==> src/rtl/seq_trig_pkg.sv <==
package seq_trig_pkg;
  localparam int REG_W     = 32;
  localparam int GSYNC_BIT = 31;
  localparam int HOLD_BIT  = 27;

  typedef enum logic {
    REG_START = 1'b0,
    REG_PRIO  = 1'b1
  } reg_sel_e;
endpackage

==> src/rtl/seq_trig_pick.sv <==
// Lowest priority value wins; ties go to the lower index.
module seq_trig_pick #(
  parameter int N_SEQ = 4,
  parameter int PW    = 2,
  parameter int IDX_W = 2
) (
  input  logic [N_SEQ-1:0]    pend_i,
  input  logic [N_SEQ*PW-1:0] prio_i,
  output logic                valid_o,
  output logic [IDX_W-1:0]    idx_o
);
  logic [PW-1:0] best_prio;

  always_comb begin
    valid_o   = 1'b0;
    idx_o     = '0;
    best_prio = '1;
    for (int s = 0; s < N_SEQ; s++) begin
      if (pend_i[s] && (!valid_o || prio_i[s*PW +: PW] < best_prio)) begin
        valid_o   = 1'b1;
        idx_o     = IDX_W'(s);
        best_prio = prio_i[s*PW +: PW];
      end
    end
  end
endmodule

==> src/rtl/seq_trig_unit.sv <==
module seq_trig_unit
  import seq_trig_pkg::*;
#(
  parameter int N_SEQ = 4,
  parameter int PW    = 2
) (
  input  logic             clk_i,
  input  logic             rst_ni,
  input  logic             wr_start_i,
  input  logic             wr_prio_i,
  input  logic [REG_W-1:0] wdata_i,
  input  logic             gsync_i,
  input  logic [N_SEQ-1:0] busy_i,
  input  logic [N_SEQ-1:0] done_i,
  output logic [REG_W-1:0] rd_start_o,
  output logic [REG_W-1:0] rd_prio_o,
  output logic [N_SEQ-1:0] start_o
);
  localparam int IDX_W  = (N_SEQ > 1) ? $clog2(N_SEQ) : 1;
  localparam int PRIO_W = N_SEQ * PW;

  logic [N_SEQ-1:0]  pend_q, pend_d, req_ok;
  logic [PRIO_W-1:0] prio_q;
  logic              hold_q;
  logic              act_q;
  logic [IDX_W-1:0]  act_idx_q;
  logic [N_SEQ-1:0]  start_q;
  logic              pick_valid;
  logic [IDX_W-1:0]  pick_idx;
  logic              launch;

  seq_trig_pick #(.N_SEQ(N_SEQ), .PW(PW), .IDX_W(IDX_W)) u_pick (
    .pend_i (pend_q),
    .prio_i (prio_q),
    .valid_o(pick_valid),
    .idx_o  (pick_idx)
  );

  // dispatch only when released and no run outstanding
  assign launch = !hold_q && !act_q && pick_valid;

  // requests to pending/launching/running sequencers merge
  always_comb begin
    for (int s = 0; s < N_SEQ; s++) begin
      req_ok[s] = wr_start_i && wdata_i[s] && !busy_i[s]
                  && !(act_q && act_idx_q == IDX_W'(s))
                  && !(launch && pick_idx == IDX_W'(s));
      pend_d[s] = (pend_q[s] && !(launch && pick_idx == IDX_W'(s))) || req_ok[s];
    end
  end

  always_ff @(posedge clk_i or negedge rst_ni) begin
    if (!rst_ni) begin
      pend_q    <= '0;
      hold_q    <= 1'b0;
      act_q     <= 1'b0;
      act_idx_q <= '0;
      start_q   <= '0;
      for (int s = 0; s < N_SEQ; s++) prio_q[s*PW +: PW] <= PW'(s);
    end else begin
      start_q <= '0;
      pend_q  <= pend_d;
      if (launch) begin
        start_q[pick_idx] <= 1'b1;
        act_q             <= 1'b1;
        act_idx_q         <= pick_idx;
      end else if (act_q && done_i[act_idx_q]) begin
        act_q <= 1'b0;
      end
      // a global write arms the writer so all release together
      if (wr_start_i)   hold_q <= wdata_i[HOLD_BIT] | wdata_i[GSYNC_BIT];
      else if (gsync_i) hold_q <= 1'b0;
      if (wr_prio_i) prio_q <= wdata_i[PRIO_W-1:0];
    end
  end

  // only the hold bit is readable
  always_comb begin
    rd_start_o           = '0;
    rd_start_o[HOLD_BIT] = hold_q;
    rd_prio_o            = '0;
    rd_prio_o[PRIO_W-1:0] = prio_q;
  end

  assign start_o = start_q;
endmodule

==> src/rtl/seq_trig_top.sv <==
module seq_trig_top
  import seq_trig_pkg::*;
#(
  parameter int N_MOD = 2,
  parameter int N_SEQ = 4,
  parameter int PW    = 2,
  localparam int MOD_W  = (N_MOD > 1) ? $clog2(N_MOD) : 1,
  localparam int ADDR_W = MOD_W + 1,
  localparam int N_ALL  = N_MOD * N_SEQ
) (
  input  logic              clk_i,
  input  logic              rst_ni,
  input  logic [ADDR_W-1:0] addr_i,
  input  logic              we_i,
  input  logic [REG_W-1:0]  wdata_i,
  output logic [REG_W-1:0]  rdata_o,
  output logic [N_ALL-1:0]  seq_start_o,
  input  logic [N_ALL-1:0]  seq_busy_i,
  input  logic [N_ALL-1:0]  seq_done_i
);
  logic [MOD_W-1:0] mod_sel;
  reg_sel_e         reg_sel;
  logic             gsync_q;
  logic [REG_W-1:0] rd_start [N_MOD];
  logic [REG_W-1:0] rd_prio  [N_MOD];

  assign mod_sel = addr_i[ADDR_W-1:1];
  assign reg_sel = reg_sel_e'(addr_i[0]);

  // one-cycle broadcast pulse, self-clearing
  always_ff @(posedge clk_i or negedge rst_ni) begin
    if (!rst_ni) gsync_q <= 1'b0;
    else         gsync_q <= we_i && reg_sel == REG_START && wdata_i[GSYNC_BIT];
  end

  for (genvar m = 0; m < N_MOD; m++) begin : g_mod
    logic sel_m;
    assign sel_m = we_i && mod_sel == MOD_W'(m);

    seq_trig_unit #(.N_SEQ(N_SEQ), .PW(PW)) u_unit (
      .clk_i     (clk_i),
      .rst_ni    (rst_ni),
      .wr_start_i(sel_m && reg_sel == REG_START),
      .wr_prio_i (sel_m && reg_sel == REG_PRIO),
      .wdata_i   (wdata_i),
      .gsync_i   (gsync_q),
      .busy_i    (seq_busy_i[m*N_SEQ +: N_SEQ]),
      .done_i    (seq_done_i[m*N_SEQ +: N_SEQ]),
      .rd_start_o(rd_start[m]),
      .rd_prio_o (rd_prio[m]),
      .start_o   (seq_start_o[m*N_SEQ +: N_SEQ])
    );
  end

  always_comb begin
    rdata_o = '0;
    for (int m = 0; m < N_MOD; m++) begin
      if (mod_sel == MOD_W'(m))
        rdata_o = (reg_sel == REG_START) ? rd_start[m] : rd_prio[m];
    end
  end
endmodule

==> config.mk <==
export PLATFORM = sky130hd
export DESIGN_NAME = seq_trig_top
export DESIGN_NICKNAME = d
export VERILOG_FILES = /design/src/rtl/seq_trig_pkg.sv /design/src/rtl/seq_trig_pick.sv /design/src/rtl/seq_trig_unit.sv /design/src/rtl/seq_trig_top.sv
export SDC_FILE = /design/constraint.sdc
export NUM_CORES = 1
export LEC_CHECK = 0
export BUFFER_PORTS_ARGS = -buffer_cell sky130_fd_sc_hd__clkbuf_2
export CAP_MARGIN = 20
export CELL_PAD_IN_SITES_DETAIL_PLACEMENT = 0
export CELL_PAD_IN_SITES_GLOBAL_PLACEMENT = 2
export CORE_MARGIN = 8
export CORE_UTILIZATION = 32
export CTS_BUF_LIST = sky130_fd_sc_hd__clkbuf_8
export DETAILED_ROUTE_END_ITERATION = 10
export GPL_ROUTABILITY_DRIVEN = 0
export HOLD_SLACK_MARGIN = 0.02
export PLACE_DENSITY = 0.8
export SETUP_SLACK_MARGIN = 0.05
export SLEW_MARGIN = 20
export SYNTH_ARGS = -nofsm -noshare
export SYNTH_HDL_FRONTEND = slang
export SYNTH_HIERARCHICAL = 1
export SYNTH_SLANG_ARGS = --single-unit
export TNS_END_PERCENT = 30
==> constraint.sdc <==
create_clock -name clk_i -period 3.1 [get_ports clk_i]
set_input_delay 0.31 -clock clk_i [delete_from_list [all_inputs] [get_ports clk_i]]
set_output_delay 0.31 -clock clk_i [all_outputs]
set_load 0.02 [all_outputs]
# After elaboration in Yosys (flattened, before gate mapping)

Index checks and enable logic that the tools add are counted.

Output and inout port bits: 40
Register bits after elaboration: 41

Reduce and logical (&&, ||, !) cells: 134
Magnitude comparators: 12
Bitwise gates (word level): 3
Multiplexer cells: 40
Equality and inequality tests: 12

Operators by type and width:

| cell                                                                                | count |
|---|---|
| 1-bit logical AND                                                                   | 78 |
| 28-bit 2-to-1 mux                                                                   | 2 |
| 1-bit zero test                                                                     | 34 |
| 32-bit 2-to-1 mux                                                                   | 1 |
| 1-bit 2-to-1 mux                                                                    | 21 |
| 2-bit 2-to-1 mux                                                                    | 10 |
| 2-bit equality test, second input constant                                          | 8 |
| 1-bit logical OR                                                                    | 14 |
| 2-bit less-than comparator                                                          | 6 |
| 2-bit by 3-bit less-than comparator with 1-bit output, second input constant        | 4 |
| 2-bit by 1-bit equality test with 1-bit output, second input constant               | 4 |
| 2-bit zero test                                                                     | 4 |
| 4-bit 2-to-1 mux                                                                    | 2 |
| 2-bit nonzero test                                                                  | 4 |
| 1-bit binary-select mux with 2-bit select                                           | 2 |
| 1-bit demux with 2-bit select                                                       | 2 |
| 2-bit by 1-bit greater-or-equal comparator with 1-bit output, second input constant | 2 |
| 1-bit NOT                                                                           | 2 |
| 1-bit OR                                                                            | 1 |

# Depth between registers and ports, before layout

Depth after elaboration: 18
Mapped depth: 14
Gate-level depth less buffers: 14

# Modules after synthesis

Netlist, hierarchy kept.

Modules (own cells, without submodules):

| module                           | cells an instance | times used | area each (um^2) |
|---|---|---|---|
| seq_trig_unit at g_mod[0].u_unit | 120               | 1          | 1277.5 |
| seq_trig_unit at g_mod[1].u_unit | 120               | 1          | 1244.9 |
| seq_trig_top                     | 46                | 1          | 887.1 |
| seq_trig_pick                    | 31                | 2          | 212.7 |

# Worst setup path before layout

OpenSTA, ideal clock, no wires.

Path type: reg-to-reg
Start: register g_mod[0].u_unit.pend_q[0]
End: register g_mod[0].u_unit.pend_q[1]
Library setup time: 0.124 ns
Period minus slack after synthesis: 2.909 ns
Data arrival time: 2.786 ns
Cell stages (with the launch flop): 15
Slack: 0.191 ns
Cells stage by stage: dfrtp_1 > inv_1 > o22ai_1 > ha_1 > o22ai_1 > o21ai_0 > o32a_1 > ha_1 > a311o_1 > a31oi_1 > o21ai_0 > o21ai_0 > inv_1 > nor3_4 > a21oi_1

Word-level cells in the longest chain between the ends: 18
Elaborated cells between the ends (all ways): 29

Ends and longest elaborated chain:

| element                                                              | line                                     | RTL |
|---|---|---|
| from (decl)                                                          | seq_trig_unit.sv:22                      | `logic [N_SEQ-1:0] pend_q, pend_d, req_ok;` |
| from (signal assigned)                                               | seq_trig_unit.sv:62                      | `pend_q <= pend_d;` |
| 2-bit 2-to-1 mux / 1-bit 2-to-1 mux (equally long branches)          | seq_trig_pick.sv:19                      | `if (pend_i[s] && (!valid_o \|\| prio_i[s*PW +: PW] < best_prio)) begin` |
| 2-bit less-than comparator / 1-bit zero test (equally long branches) | seq_trig_pick.sv:19                      |  |
| 1-bit logical OR                                                     | seq_trig_pick.sv:19                      |  |
| 1-bit logical AND                                                    | seq_trig_pick.sv:19                      |  |
| 2-bit 2-to-1 mux / 1-bit 2-to-1 mux (equally long branches)          | seq_trig_pick.sv:19                      |  |
| 2-bit less-than comparator / 1-bit zero test (equally long branches) | seq_trig_pick.sv:19                      |  |
| 1-bit logical OR                                                     | seq_trig_pick.sv:19                      |  |
| 1-bit logical AND                                                    | seq_trig_pick.sv:19                      |  |
| [4 not listed]                                                       | -                                        |  |
| 2-bit 2-to-1 mux (*)                                                 | seq_trig_pick.sv:19                      |  |
| named net g_mod[0].u_unit.pick_idx[0]                                | seq_trig_unit.sv:29                      | `logic [IDX_W-1:0] pick_idx;` |
| 2-bit by 1-bit equality test with 1-bit output (*)                   | seq_trig_unit.sv:47, seq_trig_unit.sv:48 |  |
| 1-bit logical AND (*)                                                | seq_trig_unit.sv:47, seq_trig_unit.sv:48 |  |
| 1-bit zero test (*)                                                  | seq_trig_unit.sv:47, seq_trig_unit.sv:48 |  |
| 1-bit logical AND (on tied branches)                                 | seq_trig_unit.sv:48, seq_trig_unit.sv:47 |  |
| 1-bit logical OR (*)                                                 | seq_trig_unit.sv:48                      | `pend_d[s] = (pend_q[s] && !(launch && pick_idx == IDX_W'(s))) \|\| req_ok[s];` |
| named net g_mod[0].u_unit.pend_d[1]                                  | seq_trig_unit.sv:22                      |  |

The timed path passes the listed nets; every way through them passes the cells marked *.
A chain may end at the register's enable or synchronous reset.

# Worst setup path after layout

Start: register g_mod[1].u_unit.prio_q[3]
End: register g_mod[1].u_unit.pend_q[0]

Word-level cells in the longest chain between the ends: 17
Elaborated cells between the ends (all ways): 26

Ends and longest elaborated chain:

| element                                                              | line                                     | RTL |
|---|---|---|
| from (decl)                                                          | seq_trig_unit.sv:23                      | `logic [PRIO_W-1:0] prio_q;` |
| from (signal assigned)                                               | seq_trig_unit.sv:73                      | `if (wr_prio_i) prio_q <= wdata_i[PRIO_W-1:0];` |
| 2-bit less-than comparator                                           | seq_trig_pick.sv:19                      |  |
| 1-bit logical OR                                                     | seq_trig_pick.sv:19                      |  |
| 1-bit logical AND                                                    | seq_trig_pick.sv:19                      |  |
| 2-bit 2-to-1 mux / 1-bit 2-to-1 mux (equally long branches)          | seq_trig_pick.sv:19                      |  |
| 2-bit less-than comparator / 1-bit zero test (equally long branches) | seq_trig_pick.sv:19                      |  |
| 1-bit logical OR                                                     | seq_trig_pick.sv:19                      |  |
| 1-bit logical AND                                                    | seq_trig_pick.sv:19                      |  |
| 2-bit 2-to-1 mux / 1-bit 2-to-1 mux (equally long branches)          | seq_trig_pick.sv:19                      |  |
| [3 not listed]                                                       | -                                        |  |
| 2-bit 2-to-1 mux (*)                                                 | seq_trig_pick.sv:19                      |  |
| named net g_mod[1].u_unit.pick_idx[0]                                | seq_trig_unit.sv:29                      |  |
| 2-bit zero test (*)                                                  | seq_trig_unit.sv:47, seq_trig_unit.sv:48 |  |
| 1-bit logical AND (*)                                                | seq_trig_unit.sv:47, seq_trig_unit.sv:48 |  |
| 1-bit zero test (*)                                                  | seq_trig_unit.sv:47, seq_trig_unit.sv:48 |  |
| 1-bit logical AND (on tied branches)                                 | seq_trig_unit.sv:48, seq_trig_unit.sv:47 |  |
| 1-bit logical OR (*)                                                 | seq_trig_unit.sv:48                      |  |
| named net g_mod[1].u_unit.pend_d[0]                                  | seq_trig_unit.sv:22                      |  |
| to (signal assigned)                                                 | seq_trig_unit.sv:62                      |  |
| to (decl)                                                            | seq_trig_unit.sv:22                      |  |

Marked as above.

==> reports/metrics.yaml <==
grt_usage_pct: 9.55
r2r_setup_slack_ns: 0.23
post_drt_wl_per_cell_um: 13.5
antenna_found_initial: 0
ant_nets: 0
synth_seq_cells: 41
r2r-start: "g_mod[1].u_unit/prio_q[3]$_DFFE_PN0P_"
arrival_ns: 3.10
drcViolationCount: 0
power_density_nw_per_um2: 677
ys.flop_type: "dfrtp_1"
die_x_um: 125
io_buffers: 47
reg2reg_depth: 13
p_sw_share_pct: 41.4
clock-root-buffer: "clkbuf_8"
max_freq_mhz: 349
clockBufferDepth: 2
synth_seq_area_share_pct: 27.0
finClkSkew_ns: 0.00593
worst_pin_slew_ns: 0.914
nFillCells: 1256
p_leak_nw: 1.85
period_share_pct: 92.5
holdCritPathClass: "in -> async"
crit_fanout: 5
grt-ovfl-total: 0
worstSkewPairLatency_ns: 0.29
use_met2_pct: 16.0
synth_edf_count: 0
cts_tree: "built"
cts_sinks: 41
cp-startpoint: "g_mod[1].u_unit/prio_q[3]$_DFFE_PN0P_"
vias_per_cell: 4.37
area_delta_synth_final_pct: 2.71
drtIter0Drc: 98
pwr-share-comb_pct: 49.7
place_hpwl_mm: 5.85
status: "completed"
pin_count: 93
clock_power_share_pct: 16.6
p_int_mw: 1.56
worstPathRequired_ns: 3.33
synthArstFlopShare_pct: 100
drt_first_pass_iters: 4
syn_inst: 348
ctsHtreeMaxLevel: 2
timing.rr.end: "g_mod[1].u_unit/pend_q[0]$_DFF_PN0_"
finalHoldViolations: 0
endpoint_kind: "flip-flop"
grt_use_met1_pct: 11.7
rows: 40
met3_usage_pct: 2.12
clk_pin_slew_ns: 0.08
grt_first_pass_wirelength_mm: 12.3
netlist_area_um2: 3830
ys_top_cells_by_area: "buf_4, dfrtp_1, mux4_2, dfstp_2, mux2_2"
synth_top_area_cell: "buf_4"
relSlewSlack_pct: 39.0
maxCapViolCount: 0
diodes: 0
cts_made_buffers: 5
first_global_vias: 2475
synth_top_area_share_pct: 21.9
postLayoutCellArea_um2: 3940
busiest_layer: "met2"
critPathKind: "reg -> reg"
synth_common_cells: "buf_4, dfrtp_1, mux4_2, inv_1, o21ai_0"
ir_drop_mv: 0.409
dpl_cell_area_um2: 3790
setup_violations: 0
grt_max_degree: 42
drive_gt1_share_pct: 33.3
yosys_warnings: 6
startpoint_type: "flip-flop"
fin_crit_ns: 2.87
yosysMostFrequentCell: "buf_4"
initial_core_util_pct: 32.3
synth_area_per_cell_um2: 11.0
coreArea_um2: 11900
drt-total-wl_mm: 7.35
nNetsFinal: 455
vias: 2388
fin_setup_tns_ns: 0
rsz0062_at_grt: "true"
die_y_um: 125
power_frac_seq_pct: 33.7
p_switching_mw: 1.10
final_max_slew_viol_count: 0
die-area_um2: 15700
yosysUniqueCellTypes: 47
## worst max-delay path by stage
stage                                          end  depth (start not counted)
6_report       g_mod[1].u_unit/pend_q[0]$_DFF_PN0_                         13
5_1_grt        g_mod[0].u_unit/pend_q[3]$_DFF_PN0_                         13
2_1_floorplan  g_mod[0].u_unit/pend_q[1]$_DFF_PN0_                         14
4_1_cts        g_mod[0].u_unit/pend_q[1]$_DFF_PN0_                         14
3_5_place_dp   g_mod[0].u_unit/pend_q[1]$_DFF_PN0_                         14
3_3_place_gp   g_mod[0].u_unit/pend_q[1]$_DFF_PN0_                         13
## logic make-up (layout without fill, tap and decap cells)
family	Yosys count	after routing	synth area share [%]
other cells	2	110	0.196
flops	41	41	27.0
fa+ha+maj	6	6	1.83
simple gates	53	53	9.85
buf+inv	143	86	26.6
mux	50	50	24.8
compound gates	53	53	9.69
## through the flow
step / util, % / cells / hold slack [ns] / setup WS (ns) / power (mW)
final: 33.2 / 546 / 0.140 / 0.231 / 2.67
after global placement: 32.0 / 537 / 0.517 / 0.215 / 2.15
after global routing: 33.2 / 546 / 0.219 / 0.0306 / 2.86
after CTS: 32.9 / 545 / 0.217 / 0.117 / 2.64
after floorplan: - / 456 / 0.0144 / 0.191 / 1.91
after detailed placement: 32.0 / 537 / 0.521 / 0.133 / 2.19
## power by group through the flow
stage / logic (mW) / clock network, mW / registers, mW
3_3_place_gp: 1.25 / 0 / 0.902
2_1_floorplan: 0.994 / 0 / 0.917
3_5_place_dp: 1.28 / 0 / 0.905
5_1_grt: 1.46 / 0.473 / 0.928
4_1_cts: 1.29 / 0.454 / 0.897
6_report: 1.33 / 0.441 / 0.898
## metal layers
| layer | vias to the layer above | wire length (um) |
|---|---|---|
| met5 | - | 0 |
| met4 | 0 | 144 |
| met3 | 9 | 363 |
| met2 | 71 | 3480 |
| met1 | 1151 | 3360 |
| li1 | 1157 | - |
## cell type report
type	instances	area (um^2)	area share [%]
Clock buffer	6	82.6	2.10
Clock inverter	2	33.8	0.858
Inverter	20	75.1	1.91
Multi-Input combinational cell	272	2210	56.1
Sequential cell	41	1040	26.3
Tap cell	147	184	4.67
Timing Repair Buffer	58	318	8.07
## sequential cells by signal, summed over array words and instances, names as in the netlist
name                    flops
g_mod.u_unit/act_q          2
g_mod.u_unit/act_idx_q      4
g_mod.u_unit/start_o        8
g_mod.u_unit/pend_q         8
g_mod.u_unit/hold_q         2
gsync_q                     1
g_mod.u_unit/prio_q        16
## critical path: stages, from the launching register on
cell and delay, ns:
dfrtp_1 0.45, and4b_1 0.23, a41oi_2 0.22, a21o_1 0.15
a21oi_1 0.08, o32a_1 0.33, ha_1 0.20, a311o_1 0.28
a31oi_1 0.15, o21ai_0 0.12, o21ai_1 0.17, buf_4 0.17
nor3_2 0.05, o21ba_1 0.22
## what timing repair did
action,in CTS,in global routing
gates resized for setup,0,10
setup buffers,0,1
hold buffers,0,0
endpoints found under the setup margin,0,11
## layout by cell type, fill, tap and decap left out, drive strengths merged, types with 2 or more instances in the layout
master / Yosys / routed
nor2b: 4 / 4
nand3b: 3 / 3
and3: 4 / 4
clkbuf: 0 / 52
and4b: 2 / 2
nand2: 13 / 13
and3b: 3 / 3
a211oi: 4 / 4
mux2: 16 / 16
buf: 123 / 12
dfstp: 8 / 8
a311o: 2 / 2
nor3b: 3 / 3
ha: 4 / 4
maj3: 2 / 2
o21ai: 18 / 18
nand4b: 2 / 2
or3b: 2 / 2
dfrtp: 33 / 33
a21o: 2 / 2
nand2b: 4 / 4
conb: 2 / 110
nand3: 2 / 2
a41oi: 5 / 5
nor2: 4 / 4
or4: 2 / 2
o32ai: 3 / 3
o32a: 2 / 2
mux4: 33 / 33
a31oi: 2 / 2
o22ai: 6 / 6
nor3: 5 / 5
inv: 20 / 21
a21oi: 5 / 5
Power figures use the tool's default switching activity.
